===== src/rtl/afq_pkg.sv =====
package afq_pkg;
    localparam int SRC_PER_DIR = 6;
    localparam int NUM_SRC     = 2 * SRC_PER_DIR + 1;
    localparam int XFER_BIT    = 2 * SRC_PER_DIR;

    typedef enum logic {
        FIFO_OFF = 1'b0,
        FIFO_RUN = 1'b1
    } fifo_state_e;
endpackage


===== src/rtl/afq_fifo.sv =====
module afq_fifo
    import afq_pkg::*;
#(
    parameter int DW     = 16,
    parameter int DEPTH  = 32,
    parameter int AE_LVL = 4,
    parameter int AF_LVL = 28,
    localparam int CW    = $clog2(DEPTH + 1)
) (
    input  logic          clk,
    input  logic          rst_n,
    input  logic          en,
    input  logic          push,
    input  logic [DW-1:0] push_data,
    input  logic          pop,
    output logic [DW-1:0] head,
    output logic [CW-1:0] count,
    output logic [3:0]    lvl,
    output logic          running,
    output logic          push_ok,
    output logic          pop_ok,
    output logic          ovf_evt,
    output logic          starve_evt
);
    localparam int AW = (DEPTH > 1) ? $clog2(DEPTH) : 1;

    fifo_state_e state_q, state_d;
    logic [DW-1:0] mem [DEPTH];
    logic [AW-1:0] wptr, rptr;
    logic          empty, full;

    function automatic logic [AW-1:0] ptr_inc(input logic [AW-1:0] p);
        return (p == AW'(DEPTH - 1)) ? '0 : p + AW'(1);
    endfunction

    // state register
    always_ff @(posedge clk) begin
        if (!rst_n) state_q <= FIFO_OFF;
        else        state_q <= state_d;
    end

    // next state
    always_comb begin
        state_d = state_q;
        unique case (state_q)
            FIFO_OFF: if (en)  state_d = FIFO_RUN;
            FIFO_RUN: if (!en) state_d = FIFO_OFF;
            default:           state_d = FIFO_OFF;
        endcase
    end

    // outputs
    always_comb begin
        running    = (state_q == FIFO_RUN);
        empty      = (count == '0);
        full       = (count == CW'(DEPTH));
        lvl[0]     = empty;
        lvl[1]     = (count <= CW'(AE_LVL));
        lvl[2]     = (count >= CW'(AF_LVL));
        lvl[3]     = full;
        push_ok    = running && en && push && !full;
        pop_ok     = running && en && pop && !empty;
        ovf_evt    = running && en && push && full;
        starve_evt = running && en && pop && empty;
        head       = mem[rptr];
    end

    always_ff @(posedge clk) begin
        if (!rst_n) begin
            wptr  <= '0;
            rptr  <= '0;
            count <= '0;
        end else if (running && !en) begin
            wptr  <= '0;
            rptr  <= '0;
            count <= '0;
        end else begin
            if (push_ok) wptr <= ptr_inc(wptr);
            if (pop_ok)  rptr <= ptr_inc(rptr);
            count <= count + CW'(push_ok) - CW'(pop_ok);
        end
    end

    always_ff @(posedge clk) begin
        if (push_ok) mem[wptr] <= push_data;
    end
endmodule


===== src/rtl/afq_status.sv =====
module afq_status
    import afq_pkg::*;
#(
    parameter int N = NUM_SRC
) (
    input  logic         clk,
    input  logic         rst_n,
    input  logic [N-1:0] set_vec,
    input  logic [N-1:0] clr_mask,
    input  logic [N-1:0] src_en,
    input  logic         global_en,
    output logic [N-1:0] status,
    output logic         irq
);
    always_ff @(posedge clk) begin
        if (!rst_n) status <= '0;
        else        status <= (status & ~clr_mask) | set_vec;
    end

    always_comb irq = global_en && (|(status & src_en));
endmodule


===== src/rtl/audio_fifo_ctrl.sv =====
module audio_fifo_ctrl
    import afq_pkg::*;
#(
    parameter int DW     = 16,
    parameter int DEPTH  = 32,
    parameter int AE_LVL = 4,
    parameter int AF_LVL = 28,
    localparam int CW    = $clog2(DEPTH + 1)
) (
    input  logic               clk,
    input  logic               rst_n,
    input  logic               tx_fifo_en,
    input  logic               rx_fifo_en,
    input  logic               tx_dma_en,
    input  logic               rx_dma_en,
    input  logic [CW-1:0]      tx_thresh,
    input  logic [CW-1:0]      rx_thresh,
    input  logic               tx_wr,
    input  logic [DW-1:0]      tx_wdata,
    input  logic               tx_req_word,
    output logic [DW-1:0]      tx_sdata,
    input  logic               rx_push,
    input  logic [DW-1:0]      rx_sdata,
    input  logic               rx_rd,
    output logic [DW:0]        rx_rdata,
    output logic [CW-1:0]      tx_count,
    output logic [CW-1:0]      rx_count,
    output logic [3:0]         tx_flags,
    output logic [3:0]         rx_flags,
    output logic               tx_dma_req,
    output logic               rx_dma_req,
    input  logic [NUM_SRC-1:0] irq_src_en,
    input  logic               irq_global_en,
    input  logic [NUM_SRC-1:0] clr_mask,
    output logic [NUM_SRC-1:0] irq_status,
    output logic               irq
);
    logic [1:0]    en_a, push_a, pop_a;
    logic [1:0]    run_a, pok_a, qok_a, ovf_a, stv_a;
    logic [DW-1:0] pdata_a [2];
    logic [DW-1:0] head_a  [2];
    logic [CW-1:0] cnt_a   [2];
    logic [3:0]    lvl_a   [2];
    logic [NUM_SRC-1:0] set_vec;

    // index 0 = transmit, index 1 = receive
    assign en_a       = {rx_fifo_en, tx_fifo_en};
    assign push_a     = {rx_push, tx_wr};
    assign pop_a      = {rx_rd, tx_req_word};
    assign pdata_a[0] = tx_wdata;
    assign pdata_a[1] = rx_sdata;

    for (genvar d = 0; d < 2; d++) begin : g_dir
        afq_fifo #(
            .DW(DW), .DEPTH(DEPTH), .AE_LVL(AE_LVL), .AF_LVL(AF_LVL)
        ) u_fifo (
            .clk(clk), .rst_n(rst_n), .en(en_a[d]),
            .push(push_a[d]), .push_data(pdata_a[d]), .pop(pop_a[d]),
            .head(head_a[d]), .count(cnt_a[d]), .lvl(lvl_a[d]),
            .running(run_a[d]), .push_ok(pok_a[d]), .pop_ok(qok_a[d]),
            .ovf_evt(ovf_a[d]), .starve_evt(stv_a[d])
        );
        assign set_vec[d*SRC_PER_DIR +: SRC_PER_DIR] =
            {ovf_a[d], stv_a[d], lvl_a[d] & {4{run_a[d]}}};
    end

    assign set_vec[XFER_BIT] = (|pok_a) | (|qok_a);

    afq_status #(.N(NUM_SRC)) u_status (
        .clk(clk), .rst_n(rst_n), .set_vec(set_vec), .clr_mask(clr_mask),
        .src_en(irq_src_en), .global_en(irq_global_en),
        .status(irq_status), .irq(irq)
    );

    always_comb begin
        tx_count   = cnt_a[0];
        rx_count   = cnt_a[1];
        tx_flags   = lvl_a[0];
        rx_flags   = lvl_a[1];
        tx_sdata   = lvl_a[0][0] ? '0 : head_a[0];
        rx_rdata   = lvl_a[1][0] ? '0 : {1'b1, head_a[1]};
        tx_dma_req = tx_dma_en && run_a[0] && (cnt_a[0] <= tx_thresh);
        rx_dma_req = rx_dma_en && run_a[1] && (cnt_a[1] >= rx_thresh);
    end
endmodule


===== config.mk =====
export PLATFORM = sky130hd
export DESIGN_NAME = audio_fifo_ctrl
export DESIGN_NICKNAME = d
export VERILOG_FILES = /design/src/rtl/afq_pkg.sv /design/src/rtl/afq_fifo.sv /design/src/rtl/afq_status.sv /design/src/rtl/audio_fifo_ctrl.sv
export SDC_FILE = /design/constraint.sdc
export NUM_CORES = 1
export LEC_CHECK = 0
export BUFFER_PORTS_ARGS = -buffer_cell sky130_fd_sc_hd__buf_2
export CORE_MARGIN = 1.5
export CORE_UTILIZATION = 45
export CTS_CLUSTER_DIAMETER = 120
export DETAILED_ROUTE_END_ITERATION = 10
export MAX_ROUTING_LAYER = met4
export PLACE_DENSITY = 0.64
export SLEW_MARGIN = 20
export SYNTH_ARGS = -nofsm -noshare
export SYNTH_HDL_FRONTEND = slang
export SYNTH_SLANG_ARGS = --single-unit

===== constraint.sdc =====
create_clock -name clk -period 3.8 [get_ports clk]
set_clock_uncertainty 0.1 [all_clocks]
set_input_delay 0.57 -clock clk [delete_from_list [all_inputs] [get_ports clk]]
set_output_delay 0.57 -clock clk [all_outputs]
set_load 0.05 [all_outputs]

Yosys cells after proc, flatten, opt, wreduce, memory -nomap -nowiden

Memory sizes are Yosys's and may differ from the RTL's. A register that Yosys moved wholly into a read port is not among the register bits.
Index checks and enable logic that the tools add are counted.

Add/sub/neg operators: 8
$lt $le $gt $ge: 6
Eq/ne operators: 6
Multiplexer cells: 16
Bitwise logic cells: 8
Reductions and logical operators: 34

Operators with widths:

| cell                                                                             | number |
|---|---|
| 5-bit two-way mux                                                                | 8 |
| 13-bit bitwise AND                                                               | 2 |
| 1-bit logical AND                                                                | 21 |
| 5-bit by 1-bit adder with 5-bit output, second input constant                    | 4 |
| 5-bit equality test, second input constant                                       | 4 |
| 17-bit two-way mux                                                               | 1 |
| 16-bit two-way mux                                                               | 1 |
| 13-bit NOT                                                                       | 1 |
| 13-bit bitwise OR                                                                | 1 |
| 13-bit OR reduction                                                              | 1 |
| 6-bit by 1-bit adder with 6-bit output                                           | 2 |
| 6-bit equality test, second input constant                                       | 2 |
| 6-bit by 5-bit >= comparator with 1-bit output, second input constant            | 2 |
| 6-bit by 3-bit less-or-equal comparator with 1-bit output, second input constant | 2 |
| 6-bit zero test                                                                  | 2 |
| 6-bit by 1-bit subtractor with 6-bit output                                      | 2 |
| 4-bit bitwise AND                                                                | 2 |
| 2-bit OR reduction                                                               | 4 |
| 6-bit >= comparator                                                              | 1 |
| 6-bit less-or-equal comparator                                                   | 1 |
| 1-bit zero test                                                                  | 6 |
| 1-bit two-way mux                                                                | 6 |
| 1-bit NOT                                                                        | 1 |
| 1-bit bitwise OR                                                                 | 1 |

Bits in registers: 47
RAM bits: 1024
Input bits: 81
Output and inout port bits: 69
Logic and storage cells: 89
Memories kept: 2

Memory list:

| name                | depth | width | read ports | clocked after memory_dff | write ports | line           | RTL |
|---|---|---|---|---|---|---|---|
| g_dir[0].u_fifo.mem | 32    | 16    | 1          | 1                        | 1           | afq_fifo.sv:28 | `logic [DW-1:0] mem [DEPTH];` |
| g_dir[1].u_fifo.mem | 32    | 16    | 1          | 1                        | 1           | afq_fifo.sv:28 |  |

Longest topological paths before layout

Gate-level depths: netlist (run 1).

Word-level depth: 6
Mapped depth: 16
Gate-level depth less buffers: 15

Hierarchy

Synthesis (run 1) repeated with hierarchy kept, for this count alone.

Cells, all modules: 2339
Area, all modules: 42771.0 µm²

Modules (own cells, without submodules):

| module                      | times used | cells an instance | area an instance (µm²) | seq. area each (µm²) |
|---|---|---|---|---|
| afq_fifo at g_dir[0].u_fifo | 1          | 1100              | 20845.0                | 15815.2 |
| afq_fifo at g_dir[1].u_fifo | 1          | 1103              | 20831.2                | 15815.2 |
| audio_fifo_ctrl             | 1          | 87                | 585.6                  | 0.0 |
| afq_status                  | 1          | 49                | 509.2                  | 260.2 |

Worst setup path before layout (run 1)

No wires, ideal clock.

Kind: reg-to-output
Start: register g_dir[1].u_fifo.count[4]
End: output rx_rdata[11]
Arrival time: 3325 ps
Data required time: 3130 ps
Setup slack: -195 ps
Stages on the path, launching flop included: 7
Buffers on the path: 1
Cells stage by stage: dfxtp_1 -> inv_1 -> ha_1 -> nand4bb_1 -> clkbuf_1 -> o221ai_1 -> a221oi_1

Cells in the longest elaborated chain, start to end: 2

RTL lines:

| element                | line                  | RTL |
|---|---|---|
| start, declared        | afq_fifo.sv:17        | `output logic [CW-1:0] count,` |
| start signal, assigned | afq_fifo.sv:80        | `count <= count + CW'(push_ok) - CW'(pop_ok);` |
| 6-bit zero test        | afq_fifo.sv:55        | `empty = (count == '0);` |
| 17-bit two-way mux     | audio_fifo_ctrl.sv:81 | `rx_rdata = lvl_a[1][0] ? '0 : {1'b1, head_a[1]};` |
| end, declared          | audio_fifo_ctrl.sv:25 | `output logic [DW:0] rx_rdata,` |

No other way between the ends.

==> results of run 1 <==
sequential cells by signal, summed over array words and instances (netlist names), named ones only:
name and cells:
g_dir.u_fifo.count 12, g_dir.u_fifo.mem 1024, g_dir.u_fifo.rptr 10, g_dir.u_fifo.running 2, g_dir.u_fifo.wptr 10, u_status.status 13
timing repair:
action / in CTS / in global routing
setup endpoints to repair: 31 / 4
resized for setup: 1 / 2
buffers inserted: 8 / 0
report_power, final:
part           switching, W  internal [W]  total (W)
Clock               0.00431       0.00579     0.0101
Combinational       0.00194      0.000787    0.00273
Sequential        0.0000730        0.0131     0.0132
stage by stage:
stage | setup WS [ps] | total power (W) | hold WS (ps) | util, %
5_1_grt | 2.32 | 0.0268 | 50.4 | 52.3
6_report | 103 | 0.0260 | 59.7 | 52.3
4_1_cts | 15.4 | 0.0262 | 19.6 | 52.3
3_3_place_gp | 589 | 0.0161 | 372 | 48.7
2_1_floorplan | 41.3 | 0.0153 | 363 | -
3_5_place_dp | 553 | 0.0161 | 396 | 48.7
Yosys cell counts, types with 15 or more instances:
library cell	count	area, µm²
buf_4	15	113
mux4_1	42	1100
nor2_1	92	345
o221ai_1	32	280
mux2i_1	34	340
a21oi_1	40	200
edfxtp_1	1024	30700
nand2_1	35	131
mux4_2	246	5540
clkbuf_1	37	139
dfxtp_1	57	1140
o21ai_0	16	80.1
buf_2	35	175
a221oi_2	19	285
ha_1	50	626
inv_1	77	289
worst max-delay path, cell delays in order, from the launching register on:
cell and delay [ps]:
dfxtp_4 500, buf_12 230, mux4_1 560, mux4_2 490
inv_1 160, a221oi_2 130, buf_2 250
final cells by class:
| class | instances | share of cell area [%] |
|---|---|---|
| sequential | 1081 | 65.1 |
| multi-input combinational | 751 | 20.4 |
| tap | 1254 | 3.20 |
| antenna | 1 | 0.00510 |
| inverter | 79 | 0.604 |
| clock inverter | 48 | 0.847 |
| timing repair buffer | 282 | 3.89 |
| clock buffer | 138 | 5.95 |
logic make-up after synthesis:
family / count (synthesis) / synth area share, %
fa+ha+maj: 52 / 1.56
compound gates: 150 / 2.77
mux: 322 / 16.3
xor+xnor: 6 / 0.123
simple gates: 221 / 2.58
buf+inv: 182 / 2.05
flops: 1081 / 74.6
path summary, 6_finish.rpt:
kind,depth (start not counted),slack [ps],from,to
max reg2reg,13,630,g_dir[0].u_fifo.count[2],g_dir[0].u_fifo.count[4]
min,3,60,tx_wr,u_status.status[5]
max,6,100,flop,tx_sdata[5]
min reg2reg,2,400,g_dir[0].u_fifo.rptr[4],flop
per-layer routing:
layer  vias to the layer above  global-route usage (%)  routed length [µm]
li1                       8961                       -                   -
met1                     11100                    26.2               38000
met5                         -                       -                   0
met3                       160                    2.69                5210
met2                       655                    34.5               49500
met4                         0                    5.35                2230
==> results.toml, run 1 <==
[timing]
setup-violations-final = 0
worst_pin_slew_ps = 897
timing.fmax_ghz = 0.270
fin_crit_ps = 3700
timing.setup.tns_ps = 0
min_period_over_period_pct = 97.3
max-slew-margin-rel_pct = 40.2
slew_violations = 0
hold_violations = 0
rsz0062_at_grt = "no"

[power]
ir_worst_vdd_uv = 372
total_leakage_power_nw = 15.7
p_per_area_mw_per_mm2 = 529

[routing]
first_iter_violations = 1986
vias = 20900
drc = 0
firstDrtPassIters = 5
wirelength_um = 95000
avgRoutedWirePerCell_um = 26.1
ant_nets = 0
viasPerCell = 5.75

[finish]
regArea_mm2 = 0.0319
final_nets = 2435
layout_common_cells = "1,024 x edfxtp_1, 246 x mux4_2, 149 x buf_2"
drive_gt1_share_pct = 30.4
fill_cells = 7196
area_growth_pct = 14.7
final_common_cell = "edfxtp_1"
finalInstanceArea_mm2 = 0.0491
multi_input_area_mm2 = 0.0100
stdcell_count = 3634

[job]
drv_cap = 0

[yosys]
ys_seq_area_share_pct = 74.6
synth-warning-count = 0
ys.flop_type = "edfxtp_1"
ys_seq_elements = 1081
netlist_area_mm2 = 0.0428
synth_edf_count = 1024
syn_inst = 2014
synthDistinctLibCells = 55
syn_avg_cell_area_um2 = 21.2
synthArstFlopShare_pct = 0
syn_nets = 2147

[setup_path]
cp_max_fo = 20
startpoint_type = "flop"
required_ps = 3130
cp-end-kind = "output pin"
critPathArrivalTime_ps = 3030
path_class = "flop to output pin"

[placed_design]
routabilityCongestion = 0.816
placed_cell_area_mm2 = 0.0456
io_buffers = 149
dp_hpwl_um = 59200
dp_cells = 3439

[cts]
ctsHoldBuffers = 0
cts.sinks = 1081
clkLatencyLatePin_ps = 690
cts_tree = "built"
ctsLongestPathBuffers = 3
clkTransAtPathRegs_ps = 60
clock-root-buffer = "clkbuf_16"
cts_max_level = 3
cts_made_buffers = 107

[global_routing]
antenna_found_initial = 2
gr-total-overflow = 0
grt_pass1_vias = 21700
grt_use_total_pct = 20.4
grt_pass1_wl_um = 142000
grt_max_degree = 51

[worst_hold_path]
hold_path.class = "input port to flop"

[floorplanning]
ios = 150
initial_utilization_pct = 45.6
die_y_um = 311
dieWidth_um = 311
core_mm2 = 0.0937
dieArea_mm2 = 0.0969
fp-row-count = 112

[status]
outcome = "finished clean"
Power figures use the tool's default switching activity.
==> inputs of run 2 (changes only) <==
--- a/config.mk
+++ b/config.mk
@@ -5,13 +5,12 @@
 export SDC_FILE = /design/constraint.sdc
 export NUM_CORES = 1
 export LEC_CHECK = 0
-export BUFFER_PORTS_ARGS = -buffer_cell sky130_fd_sc_hd__buf_2
 export CORE_MARGIN = 1.5
 export CORE_UTILIZATION = 45
-export CTS_CLUSTER_DIAMETER = 120
 export DETAILED_ROUTE_END_ITERATION = 10
+export DONT_BUFFER_PORTS = 1
 export MAX_ROUTING_LAYER = met4
-export PLACE_DENSITY = 0.64
+export PLACE_DENSITY = 0.63
 export SLEW_MARGIN = 20
 export SYNTH_ARGS = -nofsm -noshare
 export SYNTH_HDL_FRONTEND = slang
==> results.toml, run 2 (same netlist as run 1, synthesis figures left out) <==
[setup_path]
cp_max_fo = 22
reg2regPathDepth = 11
required_ps = 3130
crit_top_cell = "buf_4"
startpoint_type = "flop"
crit_buf_inv = 4
path_class = "flop to output pin"
cp_slowest_cell = "a221oi_2"
path_depth = 7
critPathArrivalTime_ps = 3010
crit_family = "buffers and inverters"
rrSetupSlack_ps = 550
critical-path-max-stage-delay_ps = 410
critical_path.cell_chain = "buf_12 > bufbuf_16 > buf_4 > or3_1 > o221ai_1 > a221oi_2 > buf_4"
cp-end-kind = "output pin"

[routing]
avgRoutedWirePerCell_um = 26.9
viasPerCell = 5.78
drc = 0
firstDrtPassIters = 5
wirelength_um = 96800
ant_nets = 0
vias = 20800
first_iter_violations = 2087

[power]
p_per_area_mw_per_mm2 = 540
ir_worst_vdd_uv = 433
total_leakage_power_nw = 15.8

[floorplanning]
core_mm2 = 0.0937
fp-row-count = 112
die_y_um = 311
initial_utilization_pct = 45.6
dieArea_mm2 = 0.0969
dieWidth_um = 311
ios = 150

[timing]
worst_pin_slew_ps = 1070
holdWs_ps = 58.8
timing.setup.tns_ps = 0
slew_violations = 0
min_period_over_period_pct = 96.8
max-slew-margin-rel_pct = 28.1
hold_violations = 0
fin_crit_ps = 3680
timing.fmax_ghz = 0.272
setup-violations-final = 0
rsz0062_at_grt = "no"

[global_routing]
grt_pass1_vias = 21300
gr-total-overflow = 0
antenna_found_initial = 12
grt_use_total_pct = 20.6
grt_pass1_wl_um = 143000
grt_max_degree = 59

[cts]
ctsLongestPathBuffers = 3
clkLatencyLatePin_ps = 710
cts.sinks = 1081
cts_max_level = 3
clock-root-buffer = "clkbuf_16"
clkTransAtPathRegs_ps = 60
cts_tree = "built"
cts_made_buffers = 108

[finish]
final_common_cell = "edfxtp_1"
final_util_pct = 53.0
top_regs = "g_dir.u_fifo.mem: 1024 flops, u_status.status: 13 flops, g_dir.u_fifo.count: 12 flops"
area_growth_pct = 16.3
final_nets = 2377
largest_register_ffs = 1024
drive_gt1_share_pct = 29.5
largest_register = "g_dir.u_fifo.mem"
layout_common_cells = "1,024 x edfxtp_1, 246 x mux4_2, 153 x buf_4"

[worst_hold_path]
hold_path.class = "input port to flop"
hold_depth = 1

[placed_design]
dp_hpwl_um = 58000
routabilityCongestion = 0.832
io_buffers = 0

[status]
outcome = "finished clean"

[job]
drv_cap = 0
==> run 2: cell type report <==
cell class | count | area [µm²]
clock buffer | 120 | 2750
timing repair buffer | 223 | 2110
tap | 1254 | 1570
inverter | 79 | 297
fill | 7141 | 44000
antenna | 12 | 30.0
sequential | 1081 | 31900
clock inverter | 84 | 908
multi-input combinational | 751 | 10200
==> run 2: layer usage <==
| metal | wire length, µm | GRT usage [%] | vias to the layer above |
|---|---|---|---|
| met2 | 48000 | 32.7 | 762 |
| met5 | 0 | - | - |
| met4 | 2340 | 5.85 | 0 |
| met1 | 39500 | 26.8 | 11000 |
| li1 | - | - | 8881 |
| met3 | 7030 | 4.79 | 152 |
==> run 2: path summary, 6_finish.rpt <==
kind	to	start
worst max register to register	g_dir[0].u_fifo.count[4]	g_dir[0].u_fifo.count[0]
worst min register to register	g_dir[0].u_fifo.rptr[4]	g_dir[0].u_fifo.rptr[4]
worst max-delay path	rx_rdata[14]	flop
worst min-delay path	g_dir[0].u_fifo.mem[24][6]	tx_wdata[6]
==> run 2: repair_timing <==
item / CTS / global route
endpoints found under the hold margin: 1039 / 0
hold buffers: 50 / 0
setup endpoints to repair: 19 / 1
gates resized for setup: 4 / 1
buffers inserted: 7 / 1
cloned: 3 / 0
==> run 2: power breakdown <==
part / leakage [nW] / switching, W / internal (W)
logic: 4.32 / 0.00200 / 0.000909
registers: 9.67 / 0.0000935 / 0.0131
clock network: 1.76 / 0.00455 / 0.00621
==> run 2: worst reg2reg max path: stages, from the launching register on <==
cell and delay (ps):
dfxtp_1 740, and4bb_2 450, or2_2 410, clkinv_1 190, ha_1 200, inv_1 60
fa_1 420, inv_1 80, a21oi_1 50, o21ai_0 200, xnor2_1 150, nor2_1 60
==> run 2: metrics by stage <==
| stage | total power, W | worst slack (ps) | cell area (µm²) | cells |
|---|---|---|---|---|
| after floorplan | 0.0153 | 41.3 | 42800 | 2014 |
| after global placement | 0.0161 | 582 | 45300 | 3327 |
| after detailed placement | 0.0161 | 572 | 45300 | 3327 |
| after CTS | 0.0270 | 23.7 | 49800 | 3591 |
| after global routing | 0.0276 | 0.974 | 49700 | 3604 |
| final | 0.0268 | 121 | 49700 | 3604 |
==> inputs of run 3 (changes only) <==
--- a/config.mk
+++ b/config.mk
@@ -7,10 +7,11 @@
 export LEC_CHECK = 0
 export CORE_MARGIN = 1.5
 export CORE_UTILIZATION = 45
+export CTS_CLUSTER_DIAMETER = 30
 export DETAILED_ROUTE_END_ITERATION = 10
 export DONT_BUFFER_PORTS = 1
 export MAX_ROUTING_LAYER = met4
-export PLACE_DENSITY = 0.63
+export PLACE_DENSITY = 0.65
 export SLEW_MARGIN = 20
 export SYNTH_ARGS = -nofsm -noshare
 export SYNTH_HDL_FRONTEND = slang
==> constraint.sdc (replaced) <==
create_clock -name clk -period 2.95 [get_ports clk]
set_clock_uncertainty 0.1 [all_clocks]
set_input_delay 0.4425 -clock clk [delete_from_list [all_inputs] [get_ports clk]]
set_output_delay 0.4425 -clock clk [all_outputs]
set_load 0.05 [all_outputs]
==> results.toml, run 3 (same netlist as run 1, synthesis figures left out) <==
[placed_design]
post-place-ws_ps = 97.1
dp_hpwl_um = 60300
placed_cell_area_mm2 = 0.0465
routabilityCongestion = 0.813
io_buffers = 0

[global_routing]
antenna_found_initial = 3
gr-total-overflow = 0
grt_use_total_pct = 22.9
grt_max_degree = 37
grt_pass1_vias = 23600
grt_pass1_wl_um = 157000

[finish]
layout_common_cells = "1,024 x edfxtp_1, 280 x mux4_2, 200 x clkbuf_16"
finalInstanceArea_mm2 = 0.0553
drive_gt1_share_pct = 42.2
area_growth_pct = 29.3
largest_register_ffs = 1024
top_regs = "g_dir.u_fifo.mem: 1024 flops, u_status.status: 13 flops, g_dir.u_fifo.count: 12 flops"
largest_register = "g_dir.u_fifo.mem"
final_common_cell = "edfxtp_1"
final_nets = 2555

[routing]
ant_nets = 0
top_layer = "met4"
wirelength_um = 105000
wl_met2_um = 54900
wl_met1_um = 40200
vias = 22100
wl_met3_um = 7010
viasPerCell = 5.73
avgRoutedWirePerCell_um = 27.4
drc = 0
firstDrtPassIters = 5
first_iter_violations = 2242

[power]
pwr-share-seq_pct = 37.7
internal-power_w = 0.0334
clockPowerShare_pct = 51.9
total_leakage_power_nw = 18.0
p_switching_w = 0.0116
p_per_area_mw_per_mm2 = 813
ir_worst_vdd_uv = 615
combPwrFrac_pct = 10.4
switching_share_pct = 25.7
power_w = 0.0450

[floorplanning]
die_y_um = 311
core_mm2 = 0.0937
fp-row-count = 112
initial_utilization_pct = 45.6
dieWidth_um = 311
dieArea_mm2 = 0.0969
ios = 150

[timing]
min_period_over_period_pct = 119
hold_violations = 0
timing.fmax_ghz = 0.284
rsz0062_at_grt = "yes"
layout_setup_ws_ps = -570
setup-violations-final = 32
max-slew-margin-rel_pct = 28.1
worst_pin_slew_ps = 1080
slew_violations = 0
fin_crit_ps = 3520

[setup_path]
cp-end-kind = "output pin"
required_ps = 2410
cp_max_fo = 5
critPathArrivalTime_ps = 2980
path_class = "flop to output pin"
startpoint_type = "flop"

[status]
outcome = "finished, violations left"
failed_checks = "setup timing"

[cts]
cts_tree = "built"
clkTransAtPathRegs_ps = 60
cts.sinks = 1081
clkLatencyLatePin_ps = 790
cts_max_level = 4
ctsLongestPathBuffers = 3
cts_made_buffers = 199
clock-root-buffer = "clkbuf_16"

[job]
drv_cap = 0

[worst_hold_path]
hold_path.class = "input port to flop"
## run 3: cell count changes in the layout (fill, tap and decap cells not counted), sizes merged
cell and change:
diode -9, bufbuf -2, inv +36, clkinvlp +19
bufinv +8, buf +71, dlygate4sd3 +17, clkbuf +90
clkinv +23
## run 3: per-layer routing
layer / track usage, % / vias to the layer above
li1: - / 9323
met2: 37.9 / 930
met3: 4.95 / 194
met5: - / -
met4: 8.92 / 0
met1: 27.5 / 11700
## run 3: worst paths after layout
path	start	to	slack, ps	cells past startpoint
min reg2reg	g_dir[0].u_fifo.rptr[4]	g_dir[0].u_fifo.rptr[4]	390	2
min	rx_sdata[5]	g_dir[1].u_fifo.mem[3][5]	60	1
max reg2reg	g_dir[0].u_fifo.count[2]	g_dir[0].u_fifo.mem[18][7]	170	10
max	flop	tx_sdata[6]	-570	8
## run 3: timing repair
item,4_1_cts,5_1_grt
hold buffers,69,0
setup buffers,14,5
gates resized for setup,160,55
endpoints found under the setup margin,35,46
hold endpoints to repair,1046,0
pin swaps,18,13
gates cloned,11,1
## run 3: layout make-up
cell class	count	area [µm²]
fillers	6479	38500
multi-input cells	751	10600
well taps	1254	1570
clock buffers	209	5040
repair buffers	310	3700
flip-flops and latches	1081	31900
inverters	79	354
diodes	3	7.51
clock inverters	170	2070
## run 3: worst max-delay path, stage by stage, from the launching register on
cell,delay [ps]
dfxtp_4,370
buf_12,130
buf_8,130
buf_16,140
mux4_2,510
mux4_2,510
inv_4,120
a221oi_4,80
buf_12,180
## run 3: through the flow
step / util [%] / std cells / TNS, ps / hold slack [ps]
after floorplan: - / 2014 / -64620 / 363
after global placement: 49.6 / 3379 / 0 / 372
after detailed placement: 49.6 / 3379 / 0 / 386
final: 59.0 / 3857 / -15750 / 62.9
after CTS: 58.9 / 3851 / -17320 / 6.74
after global routing: 59.0 / 3857 / -18310 / 60.3
## run 3: power groups by stage
stage          combinational, W  clock, W  sequential, W
6_report                0.00468    0.0233         0.0170
5_1_grt                 0.00493    0.0243         0.0170
4_1_cts                 0.00456    0.0236         0.0170
3_5_place_dp            0.00391         0         0.0173
3_3_place_gp            0.00389         0         0.0173
2_1_floorplan           0.00242         0         0.0174
